<file path="config.mk">
export PLATFORM = sky130hd
export DESIGN_NAME = edge_seq
export DESIGN_NICKNAME = d
export VERILOG_FILES = /design/src/rtl/edge_seq_pkg.sv /design/src/rtl/edge_seq_store.sv /design/src/rtl/edge_seq_engine.sv /design/src/rtl/edge_seq.sv
export SDC_FILE = /design/constraint.sdc
export NUM_CORES = 2
export LEC_CHECK = 0
export ABC_AREA = 0
export BUFFER_PORTS_ARGS = -buffer_cell sky130_fd_sc_hd__buf_2
export CAP_MARGIN = 20
export CORE_AREA = 3 3 337 339
export DETAILED_ROUTE_END_ITERATION = 10
export DIE_AREA = 0 0 340 342
export PLACE_DENSITY = 0.68
export SLEW_MARGIN = 10
export SYNTH_ARGS = -nofsm -noshare
export SYNTH_HDL_FRONTEND = slang
export SYNTH_SLANG_ARGS = --single-unit
</file>
<file path="constraint.sdc">
create_clock -name clk -period 10.7 [get_ports clk]
set_clock_uncertainty 0.05 [all_clocks]
set_input_delay 2.14 -clock clk [delete_from_list [all_inputs] [get_ports clk]]
set_output_delay 2.14 -clock clk [all_outputs]
set_load 0.005 [all_outputs]
</file>
<file path="src/rtl/edge_seq_pkg.sv">
package edge_seq_pkg;
    typedef enum logic [1:0] {
        SEL_EVENT = 2'd0,
        SEL_START = 2'd1,
        SEL_COUNT = 2'd2,
        SEL_NONE  = 2'd3
    } wsel_e;
endpackage

</file>
<file path="src/rtl/edge_seq_store.sv">
module edge_seq_store #(
    parameter int CHAN_W = 32,
    parameter int TIME_W = 32,
    parameter int DEPTH  = 16,
    localparam int ADDR_W = $clog2(DEPTH),
    localparam int CNT_W  = $clog2(DEPTH + 1)
) (
    input  logic              clk,
    input  logic              rst_n,
    input  logic              wr_en_i,
    input  logic [1:0]        wr_sel_i,
    input  logic [ADDR_W-1:0] wr_addr_i,
    input  logic [TIME_W-1:0] wr_time_i,
    input  logic [CHAN_W-1:0] wr_data_i,
    input  logic              lock_i,
    input  logic [ADDR_W-1:0] rd_addr_i,
    output logic [TIME_W-1:0] rd_time_o,
    output logic [CHAN_W-1:0] rd_outs_o,
    output logic [CHAN_W-1:0] init_o,
    output logic [CNT_W-1:0]  count_o,
    output logic              wr_err_o
);
    import edge_seq_pkg::*;

    typedef struct packed {
        logic [CNT_W-1:0]  count;
        logic [CHAN_W-1:0] init;
        logic              err;
        logic [TIME_W-1:0] rd_time;
        logic [CHAN_W-1:0] rd_outs;
    } store_t;

    logic [TIME_W-1:0] mem_time [DEPTH];
    logic [CHAN_W-1:0] mem_outs [DEPTH];
    store_t st_d, st_q;
    logic   wr_ok;

    always_comb begin
        wr_ok      = wr_en_i && !lock_i;
        st_d       = st_q;
        st_d.err   = wr_en_i && lock_i;
        st_d.rd_time = mem_time[rd_addr_i];
        st_d.rd_outs = mem_outs[rd_addr_i];
        if (wr_ok && wr_sel_i == SEL_START) begin
            st_d.init = wr_data_i;
        end
        if (wr_ok && wr_sel_i == SEL_COUNT) begin
            if (wr_data_i > CHAN_W'(DEPTH)) begin
                st_d.count = CNT_W'(DEPTH);
            end else begin
                st_d.count = wr_data_i[CNT_W-1:0];
            end
        end
    end

    always_ff @(posedge clk) begin
        if (!rst_n) begin
            st_q <= '0;
        end else begin
            st_q <= st_d;
        end
    end

    always_ff @(posedge clk) begin
        if (wr_ok && wr_sel_i == SEL_EVENT) begin
            mem_time[wr_addr_i] <= wr_time_i;
            mem_outs[wr_addr_i] <= wr_data_i;
        end
    end

    assign rd_time_o = st_q.rd_time;
    assign rd_outs_o = st_q.rd_outs;
    assign init_o    = st_q.init;
    assign count_o   = st_q.count;
    assign wr_err_o  = st_q.err;

    AST_ERR_ON_LOCK: assert property (@(posedge clk) disable iff (!rst_n)
        (wr_en_i && lock_i) |=> wr_err_o);
    AST_ERR_QUIET: assert property (@(posedge clk) disable iff (!rst_n)
        !(wr_en_i && lock_i) |=> !wr_err_o);
    AST_COUNT_CAP: assert property (@(posedge clk) disable iff (!rst_n)
        count_o <= CNT_W'(DEPTH));
    AST_LOCKED_CFG: assert property (@(posedge clk) disable iff (!rst_n)
        lock_i |=> ($stable(init_o) && $stable(count_o)));
endmodule

</file>
<file path="src/rtl/edge_seq_engine.sv">
module edge_seq_engine #(
    parameter int CHAN_W   = 32,
    parameter int TIME_W   = 32,
    parameter int DEPTH    = 16,
    parameter int TICK_DIV = 5,
    localparam int ADDR_W = $clog2(DEPTH),
    localparam int CNT_W  = $clog2(DEPTH + 1),
    localparam int DIV_W  = (TICK_DIV > 1) ? $clog2(TICK_DIV) : 1
) (
    input  logic              clk,
    input  logic              rst_n,
    input  logic              start_i,
    input  logic [CHAN_W-1:0] init_i,
    input  logic [CNT_W-1:0]  count_i,
    input  logic [TIME_W-1:0] ev_time_i,
    input  logic [CHAN_W-1:0] ev_outs_i,
    output logic [ADDR_W-1:0] rd_addr_o,
    output logic [CHAN_W-1:0] outs_o,
    output logic              busy_o,
    output logic              done_o
);
    typedef struct packed {
        logic              running;
        logic              fin;
        logic [CNT_W-1:0]  idx;
        logic [TIME_W-1:0] tick;
        logic [DIV_W-1:0]  div;
        logic [CHAN_W-1:0] outs;
    } eng_t;

    eng_t eng_d, eng_q;
    logic apply;

    always_comb begin
        eng_d = eng_q;
        apply = eng_q.running && (eng_q.div == '0) && (eng_q.idx < count_i)
                && (ev_time_i == eng_q.tick);
        if (!eng_q.running) begin
            if (start_i) begin
                eng_d.running = 1'b1;
                eng_d.fin     = 1'b0;
                eng_d.idx     = '0;
                eng_d.tick    = '0;
                eng_d.div     = '0;
                eng_d.outs    = init_i;
            end
        end else if (eng_q.idx == count_i) begin
            eng_d.running = 1'b0;
            eng_d.fin     = 1'b1;
        end else begin
            if (eng_q.div == DIV_W'(TICK_DIV - 1)) begin
                eng_d.div  = '0;
                eng_d.tick = eng_q.tick + 1'b1;
            end else begin
                eng_d.div = eng_q.div + 1'b1;
            end
            if (apply) begin
                eng_d.outs = ev_outs_i;
                eng_d.idx  = eng_q.idx + 1'b1;
            end
        end
    end

    always_ff @(posedge clk) begin
        if (!rst_n) begin
            eng_q <= '0;
        end else begin
            eng_q <= eng_d;
        end
    end

    assign rd_addr_o = eng_d.idx[ADDR_W-1:0];
    assign outs_o    = eng_q.outs;
    assign busy_o    = eng_q.running;
    assign done_o    = eng_q.fin;

    AST_START_LOADS: assert property (@(posedge clk) disable iff (!rst_n)
        (start_i && !busy_o) |=> (busy_o && !done_o && outs_o == $past(init_i)));
    AST_IDLE_HOLD: assert property (@(posedge clk) disable iff (!rst_n)
        (!busy_o && !start_i) |=> $stable(outs_o));
    AST_DONE_IDLE: assert property (@(posedge clk) disable iff (!rst_n)
        done_o |-> !busy_o);
    AST_IDX_BOUND: assert property (@(posedge clk) disable iff (!rst_n)
        busy_o |-> (eng_q.idx <= count_i));
    AST_TICK_STEP: assert property (@(posedge clk) disable iff (!rst_n)
        (busy_o && eng_q.idx != count_i && eng_q.div == DIV_W'(TICK_DIV - 1))
        |=> (eng_q.tick == $past(eng_q.tick) + 1'b1));
endmodule

</file>
<file path="src/rtl/edge_seq.sv">
module edge_seq #(
    parameter int CHAN_W   = 32,
    parameter int TIME_W   = 32,
    parameter int DEPTH    = 16,
    parameter int TICK_DIV = 5,
    localparam int ADDR_W = $clog2(DEPTH),
    localparam int CNT_W  = $clog2(DEPTH + 1)
) (
    input  logic              clk,
    input  logic              rst_n,
    input  logic              wr_en,
    input  logic [1:0]        wr_sel,
    input  logic [ADDR_W-1:0] wr_addr,
    input  logic [TIME_W-1:0] wr_time,
    input  logic [CHAN_W-1:0] wr_data,
    input  logic              start,
    output logic [CHAN_W-1:0] ttl_out,
    output logic              busy,
    output logic              done,
    output logic              wr_err
);
    logic [ADDR_W-1:0] rd_addr;
    logic [TIME_W-1:0] ev_time;
    logic [CHAN_W-1:0] ev_outs;
    logic [CHAN_W-1:0] init_word;
    logic [CNT_W-1:0]  ev_count;
    logic              lock;

    assign lock = busy || start;

    edge_seq_store #(
        .CHAN_W(CHAN_W), .TIME_W(TIME_W), .DEPTH(DEPTH)
    ) u_store (
        .clk(clk), .rst_n(rst_n),
        .wr_en_i(wr_en), .wr_sel_i(wr_sel), .wr_addr_i(wr_addr),
        .wr_time_i(wr_time), .wr_data_i(wr_data), .lock_i(lock),
        .rd_addr_i(rd_addr), .rd_time_o(ev_time), .rd_outs_o(ev_outs),
        .init_o(init_word), .count_o(ev_count), .wr_err_o(wr_err)
    );

    edge_seq_engine #(
        .CHAN_W(CHAN_W), .TIME_W(TIME_W), .DEPTH(DEPTH), .TICK_DIV(TICK_DIV)
    ) u_engine (
        .clk(clk), .rst_n(rst_n), .start_i(start),
        .init_i(init_word), .count_i(ev_count),
        .ev_time_i(ev_time), .ev_outs_i(ev_outs),
        .rd_addr_o(rd_addr), .outs_o(ttl_out),
        .busy_o(busy), .done_o(done)
    );
endmodule

</file>
* Yosys cells after proc, flatten, opt, wreduce, memory -nomap -nowiden
Memory sizes are Yosys's and may differ from the RTL's. A register that Yosys moved wholly into a read port is not among the register bits.
Cells that the tools add are included.
** Word-level totals
- Memories kept :: 2
- Memory bits (read-only) :: 0
- Logic and storage cells :: 56
- Latch bits :: 0
- Register bits :: 112
- Bits in writable memories :: 1024
** Operators by class
- Eq/ne operators :: 9
- $mul :: 0
- Div/mod/pow operators :: 0
- Add/sub/neg operators :: 3
- Bitwise gates (word level) :: 0
- Reduce and logical (&&, ||, !) cells :: 19
- Mux-type cells :: 11
- Magnitude comparators :: 2
- Shift-type cells :: 0
** Memories
- u_store.mem_outs :: depth 16, bits a word 32, rd ports 1, clocked after Yosys merged registers in 1, wr ports 1, line edge_seq_store.sv:34 : logic [CHAN_W-1:0] mem_outs [DEPTH];
- u_store.mem_time :: depth 16, bits a word 32, rd ports 1, clocked after Yosys merged registers in 1, wr ports 1, line edge_seq_store.sv:33 : logic [TIME_W-1:0] mem_time [DEPTH];
** Operators with widths (count)
- $mux W74 :: 2
- $mux W72 :: 1
- $mux W32 :: 2
- $add A32 B1 Y32 const B :: 1
- $eq A32 B32 Y1 :: 1
- $gt A32 B5 Y1 const B :: 1
- $mux W5 :: 2
- $logic_and A1 B1 Y1 :: 8
- $ne A2 B2 Y1 const B :: 4
- $reduce_and A3 Y1 :: 2
- $add A5 B1 Y5 const B :: 1
- $eq A5 B5 Y1 :: 1
- $lt A5 B5 Y1 :: 1
- $reduce_and A2 Y1 :: 2
- $add A3 B1 Y3 const B :: 1
- $eq A3 B3 Y1 const B :: 1
- $logic_not A1 Y1 :: 3
- $logic_not A3 Y1 :: 1
- $mux W3 :: 1
- $eq A2 B1 Y1 const B :: 1
- $eq A2 B2 Y1 const B :: 1
- $logic_not A2 Y1 :: 1
- $mux W1 :: 2
- $mux W2 :: 1
- other kinds (2) :: 2

* Depth between registers and ports, before layout
- Word-level depth :: 7
- Depth in mapped cells :: 18
- Gate-level depth less buffers :: 11

* By module
From an unflattened synthesis, not the netlist that was laid out.
** Unflattened totals
- Cells, all modules :: 2849
- Area, all modules :: 46746.1 um^2
** Modules (own cells, without submodules)
- edge_seq_store :: cells an instance 2333, instances 1, area an instance 42467.0 um^2, sequential area each 32791.4 um^2
- edge_seq_engine :: cells an instance 515, instances 1, area an instance 4272.8 um^2, sequential area each 1481.4 um^2
- edge_seq :: cells an instance 1, instances 1, area an instance 6.3 um^2, sequential area each 0.0 um^2

* Worst setup path before layout
OpenSTA, ideal clock, no wires.
- Path type :: input to register
- Start :: input port start
- End :: memory u_store.mem_outs[0][0], enable pin
- Stages :: 5
- Arrival :: 7499 ps
- Setup time :: 565 ps
- Path slack :: 2585 ps
- Buffers on the path :: 0
- Cell sequence :: nor2_1 -> nand2_1 -> or3_1 -> or3_1 -> nor3_1
** Between the ends
- Longest elaborated chain between the ends :: 6
** RTL lines
- start, declared :: line edge_seq.sv:16 : input logic start,
- $logic_or A1 B1 Y1 :: line edge_seq.sv:29 : assign lock = busy || start;
- $logic_not A1 Y1 :: line edge_seq_store.sv:39 : wr_ok = wr_en_i && !lock_i;
- $logic_and A1 B1 Y1 :: line edge_seq_store.sv:39
- $logic_and A1 B1 Y1 :: line edge_seq_store.sv:65 : if (wr_ok && wr_sel_i == SEL_EVENT) begin
- $mux W1 :: line edge_seq_store.sv:65
- $mux W1 (not written as such) :: line edge_seq_store.sv:67 : mem_outs[wr_addr_i] <= wr_data_i;
- end, declared :: line edge_seq_store.sv:34
No other way between the ends.

* Worst setup path in the final report
- Start :: register u_engine.eng_q[67] in the netlist's numbering
- End :: register u_store.rd_outs_o[31] (netlist name)
** Between the ends
- Longest elaborated chain between the ends :: 6
** RTL lines
- start, declared :: line edge_seq_engine.sv:31 : eng_t eng_d, eng_q;
- start signal, assigned :: line edge_seq_engine.sv:68 : eng_q <= eng_d;
- $lt A5 B5 Y1 :: line edge_seq_engine.sv:36 : apply = eng_q.running && (eng_q.div == '0) && (eng_q.idx < count_i)
- $logic_and A1 B1 Y1 :: line edge_seq_engine.sv:36
- $logic_and A1 B1 Y1 :: line edge_seq_engine.sv:37 : && (ev_time_i == eng_q.tick);
- $mux W5 :: line edge_seq_engine.sv:57 : if (apply) begin
- $mux W72 :: line edge_seq_engine.sv:47 : end else if (eng_q.idx == count_i) begin
- $mux W74 * :: line edge_seq_engine.sv:38 : if (!eng_q.running) begin
Every way passes the cells marked *; elsewhere a longest branch is shown, timed or not. The select of a mux whose other input is x is not followed.
A chain may end at the register's enable or synchronous reset.

==> impl_metrics.toml <==
[run_status]
status = "finished, final reports clean"

[cts]
ctsHoldBuffers = 0
h-tree-depth = 3
cts-root-buf = "clkbuf_16"
numCtsBuffers = 113
clock_path_buffers = 3
cts_tree = "done"
cts.sinks = 1200
clkTransAtPathRegs_ps = 60
clock_latency_ps = 700
post_cts_buffers = 0
cts-resized-gates = 0

[worst_setup_path]
r2r_cells = 9
path_class = "register to register"
r2r_slack_ps = 5340
cp_slowest_cell = "buf_4"
required_ps = 11190
r2r-start = "u_engine.eng_q[67]"
cp-start-kind = "register"
crit_fanout = 121
path_cells = "inv_6, ha_1, a21boi_0, and4_4, nor3_1, o21ai_4, buf_4, o22ai_1, or4_1"
cp-end-kind = "register"
r2r_end = "u_store.rd_outs_o[31]"
endpoint = "u_store.rd_outs_o[31]"
crit_arrival_ps = 5850
critPathLaunch = "u_engine.eng_q[67]"
cpPeakStageDelay_ps = 810

[synthesis]
synth_top_cell_area_share_pct = 64.7
synth_compound_area_share_pct = 8.67
synthFlopType = "edfxtp_1"
synth_mux_area_share_pct = 9.66
synth_area_leaders = "edfxtp_1 65%, mux2i_1 9.6%, dfxtp_1 7.4%"
synthCells = 3206
synth_nets = 3289
synth_top_family_by_area = "multiplexers"
netlist_area_um2 = 47500
postSynthAreaPerCell_um2 = 14.8
synthAdderAreaFrac_pct = 0.237
synth.yosys.seq_area_share_pct = 72.1
synth_cell_type_count = 58
synth.most_common_cell = "edfxtp_1"
synthXorXnorAreaFrac_pct = 1.12
synth_edf_count = 1024
synth_top_area_cell = "edfxtp_1"
ys_ff_latch = 1200
synth-simple-area-share_pct = 5.69
ys_warn_count = 0
synth_commonest_cells = "1024 x edfxtp_1, 455 x mux2i_1, 362 x nand2_1"
async_flop_share_pct = 0

[floorplan]
die_area_um2 = 116000
initial_utilization_pct = 42.9
core_area_um2 = 111000
ios = 109
rows = 122
die_y_um = 342
die_w_um = 340

[global_routing]
grt_pass1_wl_um = 177000
grt_pass1_vias = 27425
grt_usage_pct = 20.1
grt_max_degree = 134
grt_overflow = 0
grt_antenna_before_repair = 22

[detailed_routing]
via_count = 28304
drc = 0
wire_per_inst_um = 24.7
first_pass_iters = 5
ant_nets = 0
viasPerCell = 5.83
routed_wl_um = 120000
drt_iter0_markers = 3315

[power]
leakage_nw = 20.2
combPwrFrac_pct = 2.1
swShare_pct = 20.2
p_int_mw = 7.37
clkPwrFrac_pct = 42.7
seq_power_share_pct = 55.2
p_per_area_nw_per_um2 = 173
irDropWorstVdd_mv = 0.127
p_sw_mw = 1.86

[timing]
worst_slew_pin_slew_ps = 1100
fin_crit_ps = 5360
hold_viol_final = 0
maxSlewViolCount = 0
max_freq_mhz = 186
setup_tns_ps = 0
fin_crit_sh_pct = 50.1
setup_viol = 0
rsz0062_at_grt = "no"
hold_ws_ps = 405
relSlewSlack_pct = 26.6
worst_slack_ps = 5340

[cells_and_area]
drive_gt1_share_pct = 11.3
syn2layout_area_growth_pct = 12.1
fill_cells = 9354
multi_input_area_um2 = 12300
final_nets = 3343
regArea_um2 = 34300

[min_path]
hp-class = "register to register"

[place]
dp_slack_ps = 4960
gp_congestion = 0.792
port_buffers = 108
dpl.hpwl_um = 65700

[run]
max_cap_violations = 0
==> cells by family (layout without fill, tap and decap cells) <==
group | Yosys count | count (layout)
flip-flops | 1200 | 1200
AO/OA/AOI/OAI | 634 | 634
AND/OR/NAND/NOR | 603 | 603
multiplexers | 458 | 458
buffers and inverters | 241 | 395
XOR/XNOR | 61 | 61
adder cells (fa/ha/maj) | 9 | 9
other | 0 | 9
==> cells in the final DEF (no fill, tap or decap), types with 5 or more instances in the layout <==
master / instances
and2_1: 6
nand2_1: 361
nor3_1: 9
o21ai_4: 6
o221ai_1: 28
dfxtp_1: 176
clkinv_1: 11
buf_12: 5
nand4_1: 21
clkbuf_16: 115
clkbuf_8: 17
xnor2_1: 40
a21oi_1: 236
nand3_1: 20
ha_1: 9
clkbuf_1: 35
a22oi_1: 37
and3_1: 12
buf_2: 108
nor2_1: 78
a221oi_1: 56
edfxtp_1: 1024
inv_1: 9
mux2i_1: 454
buf_4: 55
clkinv_2: 21
xor2_1: 21
diode_2: 9
nand2b_1: 7
nor4_1: 8
or3_1: 5
bufinv_16: 6
o22ai_1: 200
a32oi_1: 55
or4_1: 39
nor2_4: 13
==> through the flow <==
step	instance area (µm²)	utilization (%)	instances	total power [mW]
floorplan	47500	-	3206	5.27
global placement	49400	44.7	4629	5.38
detailed placement	49500	44.7	4630	5.38
CTS	53200	48.0	4845	9.30
global route	53200	48.1	4848	9.49
finish	53200	48.1	4857	9.23
==> metal layers <==
metal / vias to the layer above / routed length (µm) / GRT usage (%)
met5: - / 95 / 0
met4: 16 / 3470 / 6.73
met3: 211 / 10300 / 4.24
met2: 1160 / 54900 / 31.4
met1: 14362 / 51000 / 28.0
li1: 12555 / - / -
==> power by group through the flow <==
stage	Clock [mW]	Sequential, mW	Combinational, mW
global route	4.19	5.09	0.207
floorplan	0	5.19	0.0731
detailed placement	0	5.20	0.187
global placement	0	5.20	0.182
finish	3.95	5.10	0.191
CTS	4.02	5.10	0.188
==> layout make-up <==
class | count | area share (%)
clock inverter | 48 | 0.851
tap | 1488 | 3.50
multi-input combinational | 1765 | 23.0
inverter | 11 | 0.0893
antenna | 9 | 0.0423
timing repair buffer | 169 | 2.03
clock buffer | 167 | 6.09
sequential | 1200 | 64.4
==> flip-flops by register name, summed over array words and instances, names as in the netlist <==
register and cells:
u_store.mem_outs 512, u_store.mem_time 512, u_engine.eng_q 40, u_engine.outs_o 32, u_store.init_o 32, u_store.rd_outs_o 32, u_store.rd_time_o 32, u_store.count_o 5
u_engine.busy_o 1, u_engine.done_o 1, u_store.wr_err_o 1
==> how the worst min path moves through the flow <==
stage	start	endpoint	slack, ps	cells past startpoint
floorplan	u_engine.outs_o[0]	u_engine.outs_o[0]	390	2
global placement	u_store.init_o[29]	u_store.init_o[29]	390	2
detailed placement	u_engine.outs_o[31]	u_engine.outs_o[31]	400	2
CTS	u_engine.outs_o[31]	u_engine.outs_o[31]	400	2
global route	u_engine.outs_o[28]	u_engine.outs_o[28]	420	2
finish	u_engine.outs_o[31]	u_engine.outs_o[31]	410	2
==> worst max-delay path, delay by kind of cell, from the launching register on <==
family                     cells  cell delay [ps]
AOI/OAI and AO/OA              3             1280
adders and majority gates      1              400
buffers and inverters          2             1490
DFF                            1              460
and+or+nand+nor                3             1460
(Power assumes the default switching activity.)
